**src/rtl/trap_return_unit.sv**
```systemverilog
module trap_return_unit #(
  parameter int XLEN = 32,
  parameter logic [3:0] CAUSE_ILLEGAL    = 4'd2,
  parameter logic [3:0] CAUSE_MISALIGNED = 4'd0
) (
  input  logic            clk,
  input  logic            rst_n,
  input  logic            req_i,
  input  logic            req_mret_i,
  input  logic            rvc_en_i,
  input  logic [1:0]      priv_i,
  input  logic [XLEN-1:0] status_i,
  input  logic [XLEN-1:0] sepc_i,
  input  logic [XLEN-1:0] mepc_i,
  output logic [XLEN-1:0] target_pc_o,
  output logic            exc_o,
  output logic [3:0]      exc_cause_o,
  output logic [1:0]      next_priv_o,
  output logic [XLEN-1:0] next_status_o,
  output logic            wr_en_o,
  output logic [1:0]      wr_priv_o,
  output logic [XLEN-1:0] wr_status_o
);
  localparam int B_SIE  = 1;
  localparam int B_MIE  = 3;
  localparam int B_SPIE = 5;
  localparam int B_MPIE = 7;
  localparam int B_SPP  = 8;
  localparam int B_MPP  = 11;
  localparam int B_FS   = 13;
  localparam int B_XS   = 15;
  localparam int B_SD   = XLEN - 1;
  localparam logic [1:0] P_USER = 2'd0;
  localparam logic [1:0] P_MACH = 2'd3;

  logic illegal, misaligned, accept;
  logic [1:0] restored;
  logic [XLEN-1:0] popped, normed;

  assign target_pc_o = req_mret_i ? mepc_i : sepc_i;
  assign illegal     = req_i && (req_mret_i ? (priv_i != P_MACH) : (priv_i == P_USER));
  assign misaligned  = req_i && !illegal && !rvc_en_i && (target_pc_o[1:0] != 2'b00);
  assign exc_o       = illegal || misaligned;
  assign exc_cause_o = illegal ? CAUSE_ILLEGAL : (misaligned ? CAUSE_MISALIGNED : 4'd0);
  assign accept      = req_i && !exc_o;

  always_comb begin
    popped = status_i;
    if (req_mret_i) begin
      restored = status_i[B_MPP +: 2];
      popped[B_MIE] = status_i[B_MPIE];
      popped[B_MPIE] = 1'b0;
      popped[B_MPP +: 2] = P_USER;
    end else begin
      restored = {1'b0, status_i[B_SPP]};
      popped[B_SIE] = status_i[B_SPIE];
      popped[B_SPIE] = 1'b0;
      popped[B_SPP] = 1'b0;
    end
    if (restored == 2'd2) restored = P_USER;
    normed = popped;
    if (popped[B_FS +: 2] != 2'b00) normed[B_FS +: 2] = 2'b11;
    normed[B_SD] = (normed[B_FS +: 2] == 2'b11) || (normed[B_XS +: 2] == 2'b11);
  end

  assign next_priv_o   = accept ? restored : priv_i;
  assign next_status_o = accept ? normed : status_i;

  always_ff @(posedge clk or negedge rst_n) begin
    if (!rst_n) begin
      wr_en_o     <= 1'b0;
      wr_priv_o   <= P_MACH;
      wr_status_o <= '0;
    end else begin
      wr_en_o <= accept;
      if (accept) begin
        wr_priv_o   <= next_priv_o;
        wr_status_o <= next_status_o;
      end
    end
  end

  assert_sret_illegal_R1: assert property (@(posedge clk) disable iff (!rst_n)
    (req_i && !req_mret_i && priv_i == P_USER) |-> (exc_o && exc_cause_o == CAUSE_ILLEGAL));
  assert_mret_illegal_R2: assert property (@(posedge clk) disable iff (!rst_n)
    (req_i && req_mret_i && priv_i != P_MACH) |-> (exc_o && exc_cause_o == CAUSE_ILLEGAL));
  assert_no_reserved_priv_R7: assert property (@(posedge clk) disable iff (!rst_n)
    (req_i && !exc_o) |-> (next_priv_o != 2'd2));
  assert_summary_bit_R8: assert property (@(posedge clk) disable iff (!rst_n)
    (req_i && !exc_o) |-> (next_status_o[B_SD] ==
      ((next_status_o[B_FS +: 2] == 2'b11) || (next_status_o[B_XS +: 2] == 2'b11))));
  assert_commit_R9: assert property (@(posedge clk) disable iff (!rst_n)
    (req_i && !exc_o) |=> (wr_en_o && wr_priv_o == $past(next_priv_o) &&
      wr_status_o == $past(next_status_o)));
  assert_hold_R9: assert property (@(posedge clk) disable iff (!rst_n)
    !(req_i && !exc_o) |=> (!wr_en_o && $stable(wr_priv_o) && $stable(wr_status_o)));
  assert_idle_R10: assert property (@(posedge clk) disable iff (!rst_n)
    !req_i |-> (!exc_o && next_priv_o == priv_i && next_status_o == status_i));
endmodule

```
**config.mk**
```make
export PLATFORM = sky130hd
export DESIGN_NAME = trap_return_unit
export DESIGN_NICKNAME = d
export VERILOG_FILES = /design/src/rtl/trap_return_unit.sv
export SDC_FILE = /design/constraint.sdc
export NUM_CORES = 1
export LEC_CHECK = 0
export BUFFER_PORTS_ARGS = -buffer_cell sky130_fd_sc_hd__clkbuf_2
export CAP_MARGIN = 15
export CELL_PAD_IN_SITES_DETAIL_PLACEMENT = 0
export CELL_PAD_IN_SITES_GLOBAL_PLACEMENT = 2
export CORE_MARGIN = 10
export CORE_UTILIZATION = 22
export CTS_BUF_LIST = sky130_fd_sc_hd__clkbuf_8
export CTS_CLUSTER_SIZE = 40
export DETAILED_ROUTE_END_ITERATION = 16
export PLACE_DENSITY_LB_ADDON = 0.1
export SYNTH_ARGS = -nofsm -noshare
export SYNTH_HDL_FRONTEND = slang
export SYNTH_SLANG_ARGS = --single-unit
```
**constraint.sdc**
```tcl
create_clock -name clk -period 4 [get_ports clk]
set_input_delay 0.2 -clock clk [delete_from_list [all_inputs] [get_ports clk]]
set_output_delay 0.2 -clock clk [all_outputs]
set_load 0.005 [all_outputs]
```
==> metrics.yaml, run 1 <==
chipHeight_um: 122
post_synth_mux_area_share_pct: 32.7
antenna_cells_inserted: 0
worst_clock_skew_ps: 0
avgSynthCellArea_um2: 12.3
post_drt_wl_per_cell_um: 17.3
p_per_area_nw_per_um2: 332
critical_path_arrival_ps: 2010
worstMarginPinSlew_ps: 890
final_cell_count_no_fill: 504
static_power_due_to_leakage_uw: 0.00179
floorplan.core_area_um2: 10300
drt_drc: 0
drt-vias-per-instance: 4.16
end_kind: "output pin"
postRouteWirelength_mm: 8.70
worst_min_path_class: "in2async"
portion_of_the_clock_cycle_consumed_by_the_worst_path_in_the_final_layout_pct: 55.3
final_cell_mix: "sky130_fd_sc_hd__clkbuf_2, sky130_fd_sc_hd__mux2_2, sky130_fd_sc_hd__dfrtp_1"
fin_setup_tns_ps: 0
async_s_r_ff_share_synth_pct: 100
ys_types: 38
wl_met1_mm: 3.04
post_synth_and_or_nand_nor_area_fraction_pct: 7.37
regArea_um2: 878
fp.dieW_um: 122
grt_overflow: 0
drive_gt1_share_pct: 76.1
result_of_the_run: "completed"
num_vias: 2095
ant_nets: 0
final_max_slew_viol_count: 0
synth_seq_area_share_pct: 38.0
cell_internal_pwr_uw: 785
power.ir.vdd_worst_mv: 0.118
clock.fmax_ghz: 0.452
clockBufferDepth: 2
setup_viol: 0
setup_ws_ps: 1790
xor_and_xnor_fraction_of_the_mapped_netlist_area_pct: 0
antenna_found_initial: 0
max_layer_used: "met4"
yosysWarningCount: 0
rsz0062_at_grt: "false"
routabilityCongestion: 0.728
dr_wl_met2_mm: 4.16
post_synth_inst_count: 187
fin_crit_ps: 2210
cts_htree_levels: 2
yosys.area_share.adder_pct: 0
tritoncts: "built"
pre_cts_slack_ps: 1740
clk-insertion-delay-late_ps: 280
drt_pre_antenna_iters: 4
cts_hold_buffers: 0
num-nets-final: 471
clock_sink_count: 35
max-slew-margin-rel_pct: 40.7
first_global_vias: 2388
drt_iter0_drc: 48
post_synth_instance_area_um2: 2310
synth-compound-area-share_pct: 9.32
clkSlewWorstSetupHoldPaths_ps: 70
pin_count_of_the_biggest_net_entering_global_routing: 36
most_common_cell_after_layout_fill_and_taps_aside: "sky130_fd_sc_hd__clkbuf_2"
pwr-share-clk_pct: 23.3
cts_post_setup_buffers_inserted: 0
switchingPower_uw: 320
count_of_buffers_inserted_at_the_top_level_ports: 205
area_delta_synth_final_pct: 44.3
synth_edf_count: 0
top_level_ports: 209
synth_seq_cells: 35
pwr-share-comb_pct: 34.9
dr_wl_met3_mm: 1.43
cts_buffers: 5
synth-main-ff-cell: "sky130_fd_sc_hd__dfrtp_1"
grt_resource_usage_total_pct: 11.2
place.detailed.hpwl_mm: 7.46
worstPathMaxFanout: 30
dominant_combinational_cell_family_by_area_after_synthesis: "multiplexers"
register_share_of_total_power_pct: 41.8
cts_resized: 0
total_die_area_um2: 15000
number_of_placed_cells_counting_well_taps: 497
worst-setup-path-type: "in2out"
ff2ff_path_depth: 1
std_cell_rows: 37
root_buffer_selected_by_cts: "sky130_fd_sc_hd__clkbuf_8"
final_hold_viol_count: 0
critical_path_required_ps: 3800
sw_frac_of_total_pct: 29.0
combined_area_of_the_multi_input_logic_cells_um2: 1150
critPathLaunchType: "input pin"
fillers: 1130
starting_density_of_the_core_pct: 22.5
max-cap-violations: 0
grt_pass1_wl_mm: 13.3
## cell usage after synthesis (3+ instances only)
library cell              number  area share [%]
sky130_fd_sc_hd__nor2b_1       7             1.9
sky130_fd_sc_hd__mux2_2       36              18
sky130_fd_sc_hd__o21a_1        5             1.6
sky130_fd_sc_hd__buf_4        26             8.5
sky130_fd_sc_hd__nand2_1       5            0.81
sky130_fd_sc_hd__a21o_1        3            0.98
sky130_fd_sc_hd__mux2_4       22              14
sky130_fd_sc_hd__dfrtp_1      33              36
sky130_fd_sc_hd__o21ai_0      10             2.2
## flip-flops by register name, indices dropped and copies added (netlist names)
| register | flops |
|---|---|
| wr_en_o | 1 |
| wr_priv_o | 2 |
| wr_status_o | 32 |
## per-stage QoR
step	power, µW	util, %	hold WS (ps)	cell area (µm²)
6_report	1100	32.4	33.9	3330
5_1_grt	1190	32.4	100	3330
4_1_cts	1140	32.4	69.1	3330
3_5_place_dp	865	31.6	376	3240
3_3_place_gp	870	31.6	379	3240
2_1_floorplan	667	-	-95.6	2320
## power by group through the flow
| stage | registers [µW] | clock network, µW | logic, µW |
|---|---|---|---|
| final | 462 | 257 | 386 |
| after global routing | 473 | 291 | 430 |
| after CTS | 463 | 273 | 400 |
| after detailed placement | 468 | 0 | 397 |
| after global placement | 470 | 0 | 400 |
| after floorplan | 472 | 0 | 195 |
## layer usage
| layer | vias up | GRT usage [%] |
|---|---|---|
| li1 | 1003 | - |
| met3 | 2 | 7.16 |
| met1 | 955 | 11.5 |
| met5 | - | 0 |
| met2 | 135 | 18.7 |
| met4 | 0 | 3.09 |
## path summary, 6_finish.rpt
| check | startpoint | end | slack [ps] |
|---|---|---|---|
| worst max-delay path | req_mret_i | next_priv_o[1] | 1790 |
| worst min-delay path | rst_n | wr_status_o[20] | 30 |
| worst max register to register | wr_priv_o[0] | wr_priv_o[0] | 3230 |
| worst min register to register | wr_status_o[31] | wr_status_o[31] | 500 |
| max in group asynchronous | rst_n | wr_status_o[0] | 3410 |
| min in group clk | status_i[21] | wr_status_o[21] | 170 |
## final cells by class
type                            instances  share of cell area (%)
Clock inverter                          1                   0.150
Tap cell                              136                    5.11
Sequential cell                        35                    26.4
Inverter                                2                   0.300
Multi-Input combinational cell        118                    34.6
Clock buffer                            6                    2.48
Timing Repair Buffer                  206                    31.0
## critical path, cell delays in order
cell and delay, ps:
sky130_fd_sc_hd__clkbuf_2 240, sky130_fd_sc_hd__nor3_2 380, sky130_fd_sc_hd__o31a_4 250, sky130_fd_sc_hd__nand2_8 90, sky130_fd_sc_hd__inv_4 360, sky130_fd_sc_hd__mux2_4 340
sky130_fd_sc_hd__clkbuf_2 140
## logic make-up (layout without fill, tap and decap cells)
group	Yosys count	in the layout
AOI/OAI and AO/OA	29	29
buffers and inverters	36	215
DFF	35	35
muxes	60	60
other	1	3
and+or+nand+nor	26	26
No activity file was read; power rests on OpenSTA's default activity.
==> run 2, diff against run 1 <==
--- a/config.mk
+++ b/config.mk
@@ -10,7 +10,7 @@
 export CELL_PAD_IN_SITES_DETAIL_PLACEMENT = 0
 export CELL_PAD_IN_SITES_GLOBAL_PLACEMENT = 2
 export CORE_MARGIN = 10
-export CORE_UTILIZATION = 22
+export CORE_UTILIZATION = 19
 export CTS_BUF_LIST = sky130_fd_sc_hd__clkbuf_8
 export CTS_CLUSTER_SIZE = 40
 export DETAILED_ROUTE_END_ITERATION = 16
==> constraint.sdc (replaced) <==
create_clock -name clk -period 1.95 [get_ports clk]
set_input_delay 0.0975 -clock clk [delete_from_list [all_inputs] [get_ports clk]]
set_output_delay 0.0975 -clock clk [all_outputs]
set_load 0.005 [all_outputs]
==> run 2 against run 1 <==
Compared with the run above:
- utilization fell by 3.7 points
- clock power rose by 120%
- die area rose by 13%
- critical path depth did not move
- count of clock-buffer cells in the layout rose by 1
- non-clock buffer count rose by 9
- hold slack improved by 31 ps
- power rose by 110%
- sequential power rose by 110%
- worst setup slack got worse by 1500 ps
- critical endpoint unchanged
==> metrics.yaml, run 2 (synthesis results as in run 1) <==
static_power_due_to_leakage_uw: 0.00184  # +3.2%
num-nets-final: 480  # +1.9%
num_vias: 2138  # +2.1%
regArea_um2: 878  # unchanged
routabilityCongestion: 0.711  # -2.3%
grt_pass1_wl_mm: 13.4  # +0.41%
worstPathMaxFanout: 18  # -40%
root_buffer_selected_by_cts: "sky130_fd_sc_hd__clkbuf_8"
cts_htree_levels: 2  # unchanged
number_of_placed_cells_counting_well_taps: 516  # +3.8%
end_kind: "output pin"
antenna_cells_inserted: 0  # unchanged
final_hold_viol_count: 0  # unchanged
post_drt_wl_per_cell_um: 17.0  # -1.8%
max-cap-violations: 0  # unchanged
final_cell_mix: "sky130_fd_sc_hd__clkbuf_2, sky130_fd_sc_hd__mux2_2, sky130_fd_sc_hd__dfrtp_1"
power.ir.vdd_worst_mv: 0.224  # +89%
worst_min_path_class: "in2reg"
clkSlewWorstSetupHoldPaths_ps: 70  # about the same
combined_area_of_the_multi_input_logic_cells_um2: 1150  # unchanged
fp.dieW_um: 130  # +6.4%
clock_sink_count: 35  # unchanged
result_of_the_run: "completed"
p_total_uw: 2340  # +110%
timing.rr.start: "wr_priv_o[0]"
top_level_ports: 209  # unchanged
cts_buffers: 5  # unchanged
critical_path.reg2reg.endpoint: "wr_priv_o[0]"
fillers: 1291  # +14%
rsz0062_at_grt: "false"
ant_nets: 0  # unchanged
p_per_area_nw_per_um2: 679  # +100%
critical_path_arrival_ps: 1600  # -410 ps
clock.fmax_ghz: 0.590
setup_viol: 0  # unchanged
tritoncts: "built"
count_of_buffers_inserted_at_the_top_level_ports: 205  # unchanged
crit_start: "req_mret_i"
drt_drc: 0  # unchanged
antenna_found_initial: 0  # unchanged
reg2reg_slack_ps: 1180  # -2050 ps
std_cell_rows: 40  # +8.1%
final_max_slew_viol_count: 0  # unchanged
critPathLaunchType: "input pin"
critical_path_required_ps: 1850  # -1950 ps
area_delta_synth_final_pct: 49.1
most_common_cell_after_layout_fill_and_taps_aside: "sky130_fd_sc_hd__clkbuf_2"
drt_pre_antenna_iters: 5  # +1
drive_gt1_share_pct: 76.2  # +0.10 points
worst-setup-path-type: "in2out"
final_cell_count_no_fill: 525  # +4.2%
worst_clock_skew_ps: 0  # unchanged
total_die_area_um2: 17000  # +13%
starting_density_of_the_core_pct: 19.3  # -3.2 points
first_global_vias: 2511  # +5.2%
chipHeight_um: 130  # +6.4%
largest_registers: "wr_status_o x32, wr_priv_o x2, wr_en_o x1"
largest_reg_flops: 32  # unchanged
ff2ff_path_depth: 1  # unchanged
pin_count_of_the_biggest_net_entering_global_routing: 33  # -8.3%
fin_setup_tns_ps: 0  # unchanged
clockBufferDepth: 2  # unchanged
drt_iter0_drc: 45  # -6.3%
postRouteWirelength_mm: 8.90  # +2.3%
largest-register: "wr_status_o"
fin_crit_ps: 1700
grt_overflow: 0  # unchanged
cp-endpoint: "next_priv_o[1]"
grt_resource_usage_total_pct: 10.1  # -1.1 points
place.detailed.hpwl_mm: 7.76  # +4.0%
floorplan.core_area_um2: 12000  # +16%
drt-vias-per-instance: 4.07  # -2.0%
portion_of_the_clock_cycle_consumed_by_the_worst_path_in_the_final_layout_pct: 86.9
clk-insertion-delay-late_ps: 280  # about the same
==> run 2: changes by cell type in the layout (fill, tap and decap cells not counted), sizes merged <==
cell         change
buf              +8
clkinv           -1
inv              +1
clkbuf           +1
dlygate4sd3      +1
==> run 2: stage by stage <==
| stage | hold WS (ps) | util [%] | setup WS (ps) | instance area, µm² |
|---|---|---|---|---|
| after detailed placement | 8.26 | 27.8 | 132 | 3330 |
| after global routing | 50.3 | 28.8 | 122 | 3440 |
| final | 64.8 | 28.8 | 255 | 3440 |
| after floorplan | -198 | - | 491 | 2320 |
| after CTS | 51.3 | 28.8 | 217 | 3440 |
| after global placement | 9.46 | 27.8 | 171 | 3330 |
==> run 2: what timing repair did <==
| action | CTS | global route |
|---|---|---|
| buffers inserted | 0 | 0 |
| gates resized for setup | 0 | 0 |
| hold buffers | 1 | 0 |
| endpoints found under the hold margin | 11 | 0 |
==> run 2: power by group <==
group          switching [µW]  internal (µW)
combinational             336            474
clock                     259            317
sequential               77.9            873
total                     673           1660
==> run 2: final cells by class <==
type                            count  share of cell area (%)
Inverter                            2                   0.291
Timing Repair Buffer              215                    32.4
Tap cell                          147                    5.35
Clock inverter                      1                   0.109
Multi-Input combinational cell    118                    33.5
Sequential cell                    35                    25.5
Clock buffer                        7                    2.80
==> run 2: how the worst min path moves through the flow <==
stage | end | depth (start not counted) | start | slack (ps)
floorplan | wr_en_o | 0 | rst_n | -200
global placement | wr_status_o[2] | 1 | rst_n | 9
detailed placement | wr_status_o[2] | 1 | rst_n | 8
CTS | wr_status_o[6] | 2 | status_i[6] | 50
global route | wr_status_o[6] | 2 | status_i[6] | 50
finish | wr_status_o[21] | 2 | status_i[21] | 60
==> run 2: layer usage <==
layer	routed length, µm	vias to the layer above	global-route usage, %
met5	0	-	0
met4	97	0	3.17
met1	3340	975	11.1
met3	1340	6	5.96
met2	4130	137	15.9
li1	-	1020	-
==> run 2: critical path, cell delays in order <==
cell and delay, ps:
sky130_fd_sc_hd__clkbuf_2 160, sky130_fd_sc_hd__nor3b_4 310, sky130_fd_sc_hd__o31a_4 230, sky130_fd_sc_hd__nand2_8 90
sky130_fd_sc_hd__inv_4 240, sky130_fd_sc_hd__mux2_4 330, sky130_fd_sc_hd__clkbuf_2 130
==> run 3, diff against run 2 <==
==> constraint.sdc (replaced) <==
create_clock -name clk -period 1.95 [get_ports clk]
set_input_delay 0.39 -clock clk [delete_from_list [all_inputs] [get_ports clk]]
set_output_delay 0.39 -clock clk [all_outputs]
set_load 0.005 [all_outputs]
==> run 3 against run 2 <==
Compared with the run above:
- fmax shrank 12%
- largest cell class is now non-clock buffers
- global-route usage is essentially flat
- wire length grew 1.5%
- count of clock-buffer cells in the layout is the same
- utilization grew 1.3 points
- sequential power is essentially flat
- critical path depth grew 1
- clock power is essentially flat
- critical path type unchanged
- hold slack lost 17 ps
- sequential share of layout area shrank 1.1 points
- clock skew is the same
==> metrics.yaml, run 3 (synthesis results as in run 1) <==
postRouteWirelength_mm: 9.04  # +1.5%
static_power_due_to_leakage_uw: 0.00193  # +4.5%
worst_clock_skew_ps: 0  # unchanged
crit_path_max_delay_cell_type: "sky130_fd_sc_hd__mux2_4"
critical_path_arrival_ps: 1530  # -70 ps
clockBufferDepth: 2  # unchanged
timing.rr.start: "wr_priv_o[0]"
area_delta_synth_final_pct: 55.8
finalCoreUtilization_pct: 30.1  # +1.3 points
drt_iter0_drc: 32  # -29%
drive_gt1_share_pct: 77.7  # +1.5 points
post_drt_wl_per_cell_um: 16.8  # -0.76%
clock_sink_count: 35  # unchanged
result_of_the_run: "completed"
drt-vias-per-instance: 4.05  # -0.54%
count_of_buffering_cells_on_the_critical_path_with_inverters_included: 4  # +1
cts_buffers: 5  # unchanged
grt_resource_usage_total_pct: 10.1  # -0.012 points
grt_pass1_wl_mm: 13.4  # +0.36%
antenna_cells_inserted: 0  # unchanged
rsz0062_at_grt: "true"
grt_overflow: 0  # unchanged
largest_reg_flops: 32  # unchanged
final_cell_mix: "sky130_fd_sc_hd__clkbuf_2, sky130_fd_sc_hd__mux2_2, sky130_fd_sc_hd__dfrtp_1"
cts_hold_buffers: 0  # -1
worst_min_path_class: "in2async"
drt_drc: 0  # unchanged
drt_pre_antenna_iters: 4  # -1
cts_htree_levels: 2  # unchanged
count_of_buffers_inserted_at_the_top_level_ports: 205  # unchanged
fin_crit_ps: 1920  # +223 ps
crit_path_frequent_cell: "sky130_fd_sc_hd__buf_6"
std_cell_rows: 40  # unchanged
finalHoldWorstSlack_ps: 48.3  # -16.5 ps
combined_area_of_the_multi_input_logic_cells_um2: 1170  # +1.5%
starting_density_of_the_core_pct: 19.3  # unchanged
regArea_um2: 878  # unchanged
pin_count_of_the_biggest_net_entering_global_routing: 19  # -42%
crit_start: "req_mret_i"
chipHeight_um: 130  # unchanged
worstPathCellList: "clkbuf_16 -> buf_6 -> nor2b_2 -> a21o_1 -> nand2_8 -> inv_6 -> mux2_4 -> buf_6"
root_buffer_selected_by_cts: "sky130_fd_sc_hd__clkbuf_8"
max-cap-violations: 0  # unchanged
routabilityCongestion: 0.732  # +2.9%
num-nets-final: 492  # +2.5%
clock.fmax_ghz: 0.521  # -12%
num_vias: 2175  # +1.7%
tritoncts: "built"
fin_setup_tns_ps: 0  # unchanged
clkSlewWorstSetupHoldPaths_ps: 70  # about the same
ant_nets: 0  # unchanged
end_kind: "output pin"
critPathLaunchType: "input pin"
fillers: 1277  # -1.1%
total_die_area_um2: 17000  # unchanged
place.detailed.hpwl_mm: 7.92  # +2.2%
final_max_slew_viol_count: 0  # unchanged
worst-setup-path-type: "in2out"
reg2reg_slack_ps: 1180  # about the same
setup_viol: 0  # unchanged
clk-insertion-delay-late_ps: 280  # about the same
floorplan.core_area_um2: 12000  # unchanged
power.ir.vdd_worst_mv: 0.218  # -2.9%
largest_registers: "wr_status_o x32, wr_priv_o x2, wr_en_o x1"
critical_path_required_ps: 1560  # -290 ps
portion_of_the_clock_cycle_consumed_by_the_worst_path_in_the_final_layout_pct: 98.4  # +11 points
ff2ff_path_depth: 1  # unchanged
final_hold_viol_count: 0  # unchanged
top_level_ports: 209  # unchanged
max_stage_delay_ps: 290  # -40 ps
worstPathMaxFanout: 7  # -11
p_per_area_nw_per_um2: 659  # -3.0%
first_global_vias: 2423  # -3.5%
fp.dieW_um: 130  # unchanged
critical_path.reg2reg.endpoint: "wr_priv_o[0]"
largest-register: "wr_status_o"
antenna_found_initial: 0  # unchanged
most_common_cell_after_layout_fill_and_taps_aside: "sky130_fd_sc_hd__clkbuf_2"
path_delay_family: "buffers and inverters"
run 3: power by group:
part	total [µW]	leakage (µW)	switching (µW)	internal [µW]
combinational	847	0.00146	342	504
clock	576	0.0000557	259	317
sequential	948	0.000415	75.6	872
run 3: cell type report:
type,instances,area share [%]
tap,147,5.11
clock inverter,1,0.104
inverter,2,0.348
sequential,35,24.4
clock buffer,7,2.68
multi-input combinational,118,32.5
timing repair buffer,227,34.8
run 3: repair_timing:
| action | 4_1_cts | 5_1_grt |
|---|---|---|
| endpoints found under the setup margin | 7 | 7 |
| resized for setup | 7 | 7 |
| setup buffers | 1 | 0 |
| pin swaps | 6 | 3 |
run 3: how the worst max path moves through the flow:
| stage | depth (start not counted) | end | slack [ps] |
|---|---|---|---|
| 6_report | 8 | next_priv_o[1] | 30 |
| 5_1_grt | 6 | next_status_o[1] | -50 |
| 4_1_cts | 7 | next_priv_o[1] | -30 |
| 3_5_place_dp | 6 | next_status_o[1] | -160 |
| 3_3_place_gp | 6 | next_status_o[1] | -150 |
| 2_1_floorplan | 7 | next_priv_o[1] | -8 |
run 3: layer usage:
metal / global-route usage [%] / part of all wire (%) / vias to the layer above
met4: 2.65 / 1.1 / 0
met1: 10.7 / 37 / 1020
met5: 0 / 0 / -
met2: 17.1 / 50 / 109
li1: - / - / 1039
met3: 5.19 / 12 / 7
run 3: per-stage QoR:
| stage | setup slack [ps] | power, µW | cells | area (µm²) |
|---|---|---|---|---|
| after floorplan | -8.35 | 1370 | 189 | 2320 |
| after global placement | -147 | 1830 | 528 | 3440 |
| after detailed placement | -161 | 1820 | 528 | 3440 |
| after CTS | -33.5 | 2440 | 537 | 3580 |
| after global routing | -51.9 | 2560 | 537 | 3600 |
| final | 32.0 | 2370 | 537 | 3600 |
